===== src/rtl/fss_pkg.sv =====
package fss_pkg;
    parameter int FSS_WORD_W = 8;
    localparam int FSS_CNT_W = $clog2(FSS_WORD_W + 1);
    typedef logic [FSS_WORD_W-1:0] fss_word_t;
    typedef logic [FSS_CNT_W-1:0]  fss_cnt_t;
endpackage


===== src/rtl/fss_bitclk_gen.sv =====
module fss_bitclk_gen #(
    parameter int DIV_RATIO = 4
) (
    input  logic clk,
    input  logic rst_n,
    output logic ser_clk_o,
    output logic launch_o,
    output logic sample_o
);
    localparam int HALF = DIV_RATIO / 2;
    localparam int CW   = (DIV_RATIO > 2) ? $clog2(DIV_RATIO) : 1;
    localparam logic [CW-1:0] LAST   = CW'(DIV_RATIO - 1);
    localparam logic [CW-1:0] PRE_HI = CW'(HALF - 1);
    localparam logic [CW-1:0] HI_AT  = CW'(HALF);
    localparam logic [CW-1:0] ONE    = CW'(1);

    typedef struct packed {
        logic [CW-1:0] cnt;
        logic          sclk;
    } div_state_t;

    div_state_t div_d, div_q;

    always_comb begin
        div_d      = div_q;
        div_d.cnt  = (div_q.cnt == LAST) ? '0 : div_q.cnt + ONE;
        div_d.sclk = (div_d.cnt >= HI_AT);
    end

    always_ff @(posedge clk or negedge rst_n) begin
        if (!rst_n) div_q <= '0;
        else        div_q <= div_d;
    end

    assign ser_clk_o = div_q.sclk;
    assign launch_o  = (div_q.cnt == LAST);
    assign sample_o  = (div_q.cnt == PRE_HI);

    AST_RISE_AFTER_SAMPLE: assert property (@(posedge clk) disable iff (!rst_n)
        $rose(ser_clk_o) |-> $past(sample_o));
endmodule


===== src/rtl/fss_tx_framer.sv =====
module fss_tx_framer
    import fss_pkg::*;
(
    input  logic      clk,
    input  logic      rst_n,
    input  logic      launch_i,
    input  fss_word_t in_data,
    input  logic      in_valid,
    output logic      in_ready,
    output logic      fsync_o,
    output logic      dout_o
);
    localparam fss_cnt_t ONE  = fss_cnt_t'(1);
    localparam fss_cnt_t FULL = fss_cnt_t'(FSS_WORD_W);

    typedef struct packed {
        fss_word_t sreg;
        fss_cnt_t  bits_left;
        fss_word_t hold;
        logic      hold_vld;
        logic      fsync;
    } tx_state_t;

    tx_state_t tx_d, tx_q;

    always_comb begin
        tx_d = tx_q;
        if (launch_i) begin
            if (tx_q.bits_left > ONE) begin
                tx_d.sreg      = {tx_q.sreg[FSS_WORD_W-2:0], 1'b0};
                tx_d.bits_left = tx_q.bits_left - ONE;
                tx_d.fsync     = 1'b0;
            end else if (tx_q.hold_vld) begin
                tx_d.sreg      = tx_q.hold;
                tx_d.bits_left = FULL;
                tx_d.hold_vld  = 1'b0;
                tx_d.fsync     = 1'b1;
            end else begin
                tx_d.sreg      = '0;
                tx_d.bits_left = '0;
                tx_d.fsync     = 1'b0;
            end
        end
        if (in_valid && !tx_q.hold_vld) begin
            tx_d.hold     = in_data;
            tx_d.hold_vld = 1'b1;
        end
    end

    always_ff @(posedge clk or negedge rst_n) begin
        if (!rst_n) tx_q <= '0;
        else        tx_q <= tx_d;
    end

    assign in_ready = !tx_q.hold_vld;
    assign fsync_o  = tx_q.fsync;
    assign dout_o   = tx_q.sreg[FSS_WORD_W-1];

    AST_HOLD_KEPT: assert property (@(posedge clk) disable iff (!rst_n)
        (tx_q.hold_vld && !launch_i) |=> (tx_q.hold_vld && $stable(tx_q.hold)));
    AST_IDLE_LOW: assert property (@(posedge clk) disable iff (!rst_n)
        (tx_q.bits_left == '0) |-> (!dout_o && !fsync_o));
endmodule


===== src/rtl/fss_rx_deframer.sv =====
module fss_rx_deframer
    import fss_pkg::*;
(
    input  logic      clk,
    input  logic      rst_n,
    input  logic      sample_i,
    input  logic      fsync_i,
    input  logic      din_i,
    output fss_word_t rx_data,
    output logic      rx_valid
);
    localparam fss_cnt_t ONE  = fss_cnt_t'(1);
    localparam fss_cnt_t LAST = fss_cnt_t'(FSS_WORD_W - 1);

    typedef struct packed {
        fss_word_t sh;
        fss_cnt_t  cnt;
        fss_word_t data;
        logic      vld;
    } rx_state_t;

    rx_state_t rx_d, rx_q;

    always_comb begin
        rx_d     = rx_q;
        rx_d.vld = 1'b0;
        if (sample_i) begin
            if (fsync_i) begin
                rx_d.sh  = {{(FSS_WORD_W-1){1'b0}}, din_i};
                rx_d.cnt = ONE;
            end else if (rx_q.cnt != '0) begin
                rx_d.sh = {rx_q.sh[FSS_WORD_W-2:0], din_i};
                if (rx_q.cnt == LAST) begin
                    rx_d.data = {rx_q.sh[FSS_WORD_W-2:0], din_i};
                    rx_d.vld  = 1'b1;
                    rx_d.cnt  = '0;
                end else begin
                    rx_d.cnt = rx_q.cnt + ONE;
                end
            end
        end
    end

    always_ff @(posedge clk or negedge rst_n) begin
        if (!rst_n) rx_q <= '0;
        else        rx_q <= rx_d;
    end

    assign rx_data  = rx_q.data;
    assign rx_valid = rx_q.vld;

    AST_RX_STROBE_ONE: assert property (@(posedge clk) disable iff (!rst_n)
        rx_valid |=> !rx_valid);
endmodule


===== src/rtl/fss_byte_link.sv =====
module fss_byte_link #(
    parameter int DIV_RATIO = 4
) (
    input  logic       clk,
    input  logic       rst_n,
    input  logic [7:0] in_data,
    input  logic       in_valid,
    output logic       in_ready,
    output logic [7:0] rx_data,
    output logic       rx_valid,
    output logic       ser_clk,
    output logic       ser_fsync,
    output logic       ser_dout,
    input  logic       ser_din
);
    logic launch, sample;

    fss_bitclk_gen #(.DIV_RATIO(DIV_RATIO)) u_clkgen (
        .clk       (clk),
        .rst_n     (rst_n),
        .ser_clk_o (ser_clk),
        .launch_o  (launch),
        .sample_o  (sample)
    );

    fss_tx_framer u_tx (
        .clk      (clk),
        .rst_n    (rst_n),
        .launch_i (launch),
        .in_data  (in_data),
        .in_valid (in_valid),
        .in_ready (in_ready),
        .fsync_o  (ser_fsync),
        .dout_o   (ser_dout)
    );

    fss_rx_deframer u_rx (
        .clk      (clk),
        .rst_n    (rst_n),
        .sample_i (sample),
        .fsync_i  (ser_fsync),
        .din_i    (ser_din),
        .rx_data  (rx_data),
        .rx_valid (rx_valid)
    );

    AST_DOUT_ON_FALL: assert property (@(posedge clk) disable iff (!rst_n)
        !$stable(ser_dout) |-> $fell(ser_clk));
    AST_FSYNC_ON_FALL: assert property (@(posedge clk) disable iff (!rst_n)
        $rose(ser_fsync) |-> $fell(ser_clk));
    AST_FSYNC_ENDS_ON_FALL: assert property (@(posedge clk) disable iff (!rst_n)
        $fell(ser_fsync) |-> $fell(ser_clk));
endmodule


===== config.mk =====
export PLATFORM = sky130hd
export DESIGN_NAME = fss_byte_link
export DESIGN_NICKNAME = d
export VERILOG_FILES = /design/src/rtl/fss_pkg.sv /design/src/rtl/fss_bitclk_gen.sv /design/src/rtl/fss_tx_framer.sv /design/src/rtl/fss_rx_deframer.sv /design/src/rtl/fss_byte_link.sv
export SDC_FILE = /design/constraint.sdc
export NUM_CORES = 1
export LEC_CHECK = 0
export ABC_AREA = 1
export BUFFER_PORTS_ARGS = -buffer_cell sky130_fd_sc_hd__buf_4
export CAP_MARGIN = 0
export CORE_UTILIZATION = 45
export CTS_CLUSTER_DIAMETER = 120
export CTS_CLUSTER_SIZE = 10
export DETAILED_ROUTE_END_ITERATION = 6
export SYNTH_ARGS = -nofsm -noshare
export SYNTH_HDL_FRONTEND = slang
export SYNTH_SLANG_ARGS = --single-unit

===== constraint.sdc =====
create_clock -name clk -period 2.5 [get_ports clk]
set_input_delay 0.75 -clock clk [delete_from_list [all_inputs] [get_ports clk]]
set_output_delay 0.75 -clock clk [all_outputs]
set_load 0.05 [all_outputs]

==> run metrics <==
startpoint types register; hold buffers post-CTS 0; total CTS buffers 5; Post-DRT Antenna Nets 0; Total Wirelength 3250 um; Core Region 0.00435 mm2; setup bufs post-CTS 0; Final #Nets 268; Die W around 70 um; max-cap violations 0; port buffer count 24; critical path class register to output port; CTS Buffer Depth 2; Arr. time, crit path 1.15 ns; PD cells 1210 mW/mm2; post-DP HPWL 2340 um; largest net degree at the start of global routing 45; post-route clock period utilization 75.9%; Initial Utilization 46.9%; GRT Util Overall 15.2%; vias per inst 4.85; Syn Area/Cell slightly below 9 um2; setup TNS 0 ns; achievable clock frequency 527 MHz; syn nets about 250; fraction of final layout cells with drive strength greater than 1 between 10% and 20%; vias in the first global route 1332; cts repair resizes 0; DRT Pass-1 Iters 4; worst slew pin tran 0.541 ns; FF+latch count, synth 44; post-route cell area roughly 0.0023 mm2; share of the synthesized area in the top cell type 53.9%; CP max FO 9; fin cells slightly above 300; Die Ht a little under 70 um; Site Rows 24; final hold violation count 0; post-layout min period 1.90 ns; Util after Layout 53.1%; global-route wire length before repair 5850 um; PnR Total Power 2.80 mW; synth cell count leaders nand2_1, dfrtp_1, nand3_1; cells after synthesis 231; synth warn 0; RePlAce Congestion 0.788; EDFF count, synth 0; initial antenna violation count 0; Ports 25; Reg2Reg Launch Point u_clkgen.div_q[2]; CTS tree done; Clock Sinks 44; Required @ worst endpoint 1.75 ns; Placed Area 0.00220 mm2; Relative slew margins 63.9%; Cell variety after synth 23; cell taking the most area after synthesis dfrtp_1; Area Overhead vs Synth 13.2%; Wirelength per Cell 10.7 um; Placed Cells incl. Taps ~300; Clock transition at path regs 0.09 ns; max-slew violation count 0; CP Capture Type output port; async set or reset register ratio after synthesis between 90% and 100%; leakage power 1.24 nW; Cell Area, Synth ~0.002 mm2; RSZ-0062 raised after global routing false; root buffer cell clkbuf_8; Max Clock Skew about 0.0066 ns; final setup margin 0.602 ns; FILL cells between 400 and 500; Peak VDD IR 0.450 mV; H-tree levels 2; Top FF cell, synth dfrtp_1; via count 1471; Fin Hold WS 0.427 ns; DR iter-0 viols a little over 60; status finished clean; total gr overflow 0; clk_lat worst skew roughly 0.30 ns; DRC Markers 0; Seq/Total Area, Yosys between 50% and 60%; ranking of synthesized cells by area dfrtp_1, nand2_1, nand3_1; final setup vio count 0; top-count cell post-synth nand2_1; DIE AREA 0.00481 mm2; Critical Path Source u_tx.tx_q[1]; antenna cells 0; worst slack, placed slightly above 0.9 ns; Hold Crit Class input pin to asynchronous set/reset pin
-- worst max-delay path, stage by stage, from the launching register on --
cell and delay (ns):
dfrtp_1 0.38, clkinv_1 0.21, buf_4 0.26
-- routing by layer --
layer	up-vias	track usage, %	share of wire (%)
li1	758	-	-
met1	681	19.7	49
met2	27	24.3	45
met3	5	5.23	4.3
met4	0	4.08	1.2
met5	-	0	0
-- cell usage in the layout, fill, tap and decap left out, drive strengths merged --
cell type,synthesis,layout
nand2,81,81
dfrtp,44,44
inv,27,28
nand3,27,27
buf,11,24
o21ai,16,16
nand4,8,8
ha,6,6
clkbuf,1,5
nor2,5,5
clkinv,2,2
xnor2,1,1
a21oi,1,1
o22ai,1,1
bufinv,0,1
clkinvlp,0,1
-- layout make-up --
class,count,area (um2),area share (%)
Sequential cell,44,1100,47.6
Multi-Input combinational cell,146,741,32.1
Timing Repair Buffer,24,180,7.80
Inverter,29,109,4.71
Clock buffer,5,68.8,2.98
Tap cell,52,65.1,2.82
Clock inverter,3,46.3,2.00
-- registers in the layout, summed over array words and instances, names as in the netlist --
register,cells
u_rx.rx_q,11
u_rx.rx_valid,1
u_tx.fsync_o,1
u_clkgen.div_q,2
u_rx.rx_data,8
u_tx.dout_o,1
u_tx.tx_q,20
-- path summary, 6_finish.rpt --
check | end | slack, ns | depth (start not counted)
worst max-delay path | in_ready | 0.60 | 2
worst min-delay path | u_rx.rx_q[12] | 0.43 | 1
worst max register to register | u_tx.tx_q[1] | 0.94 | 6
worst min register to register | u_clkgen.div_q[1] | 0.45 | 1
max in group asynchronous | u_rx.rx_q[18] | 1.70 | 1
min in group clk | u_clkgen.div_q[1] | 0.45 | 1
-- power breakdown --
group          total, mW  switching [mW]  internal (mW)  leakage [nW]
Sequential          1.18           0.194          0.984         0.556
Clock              0.553           0.252          0.301        0.0548
Combinational       1.07           0.716          0.351         0.626
Total               2.80            1.16           1.64          1.24
-- logic make-up (layout without fill, tap and decap cells) --
family	count (synthesis)	count (layout)	synth area share, %
compound gates	18	18	5.58
simple gates	121	121	26.6
buf+inv	41	61	9.80
flops	44	44	53.9
fa+ha+maj	6	6	3.68
xor+xnor	1	1	0.429
Power figures use the tool's default switching activity.
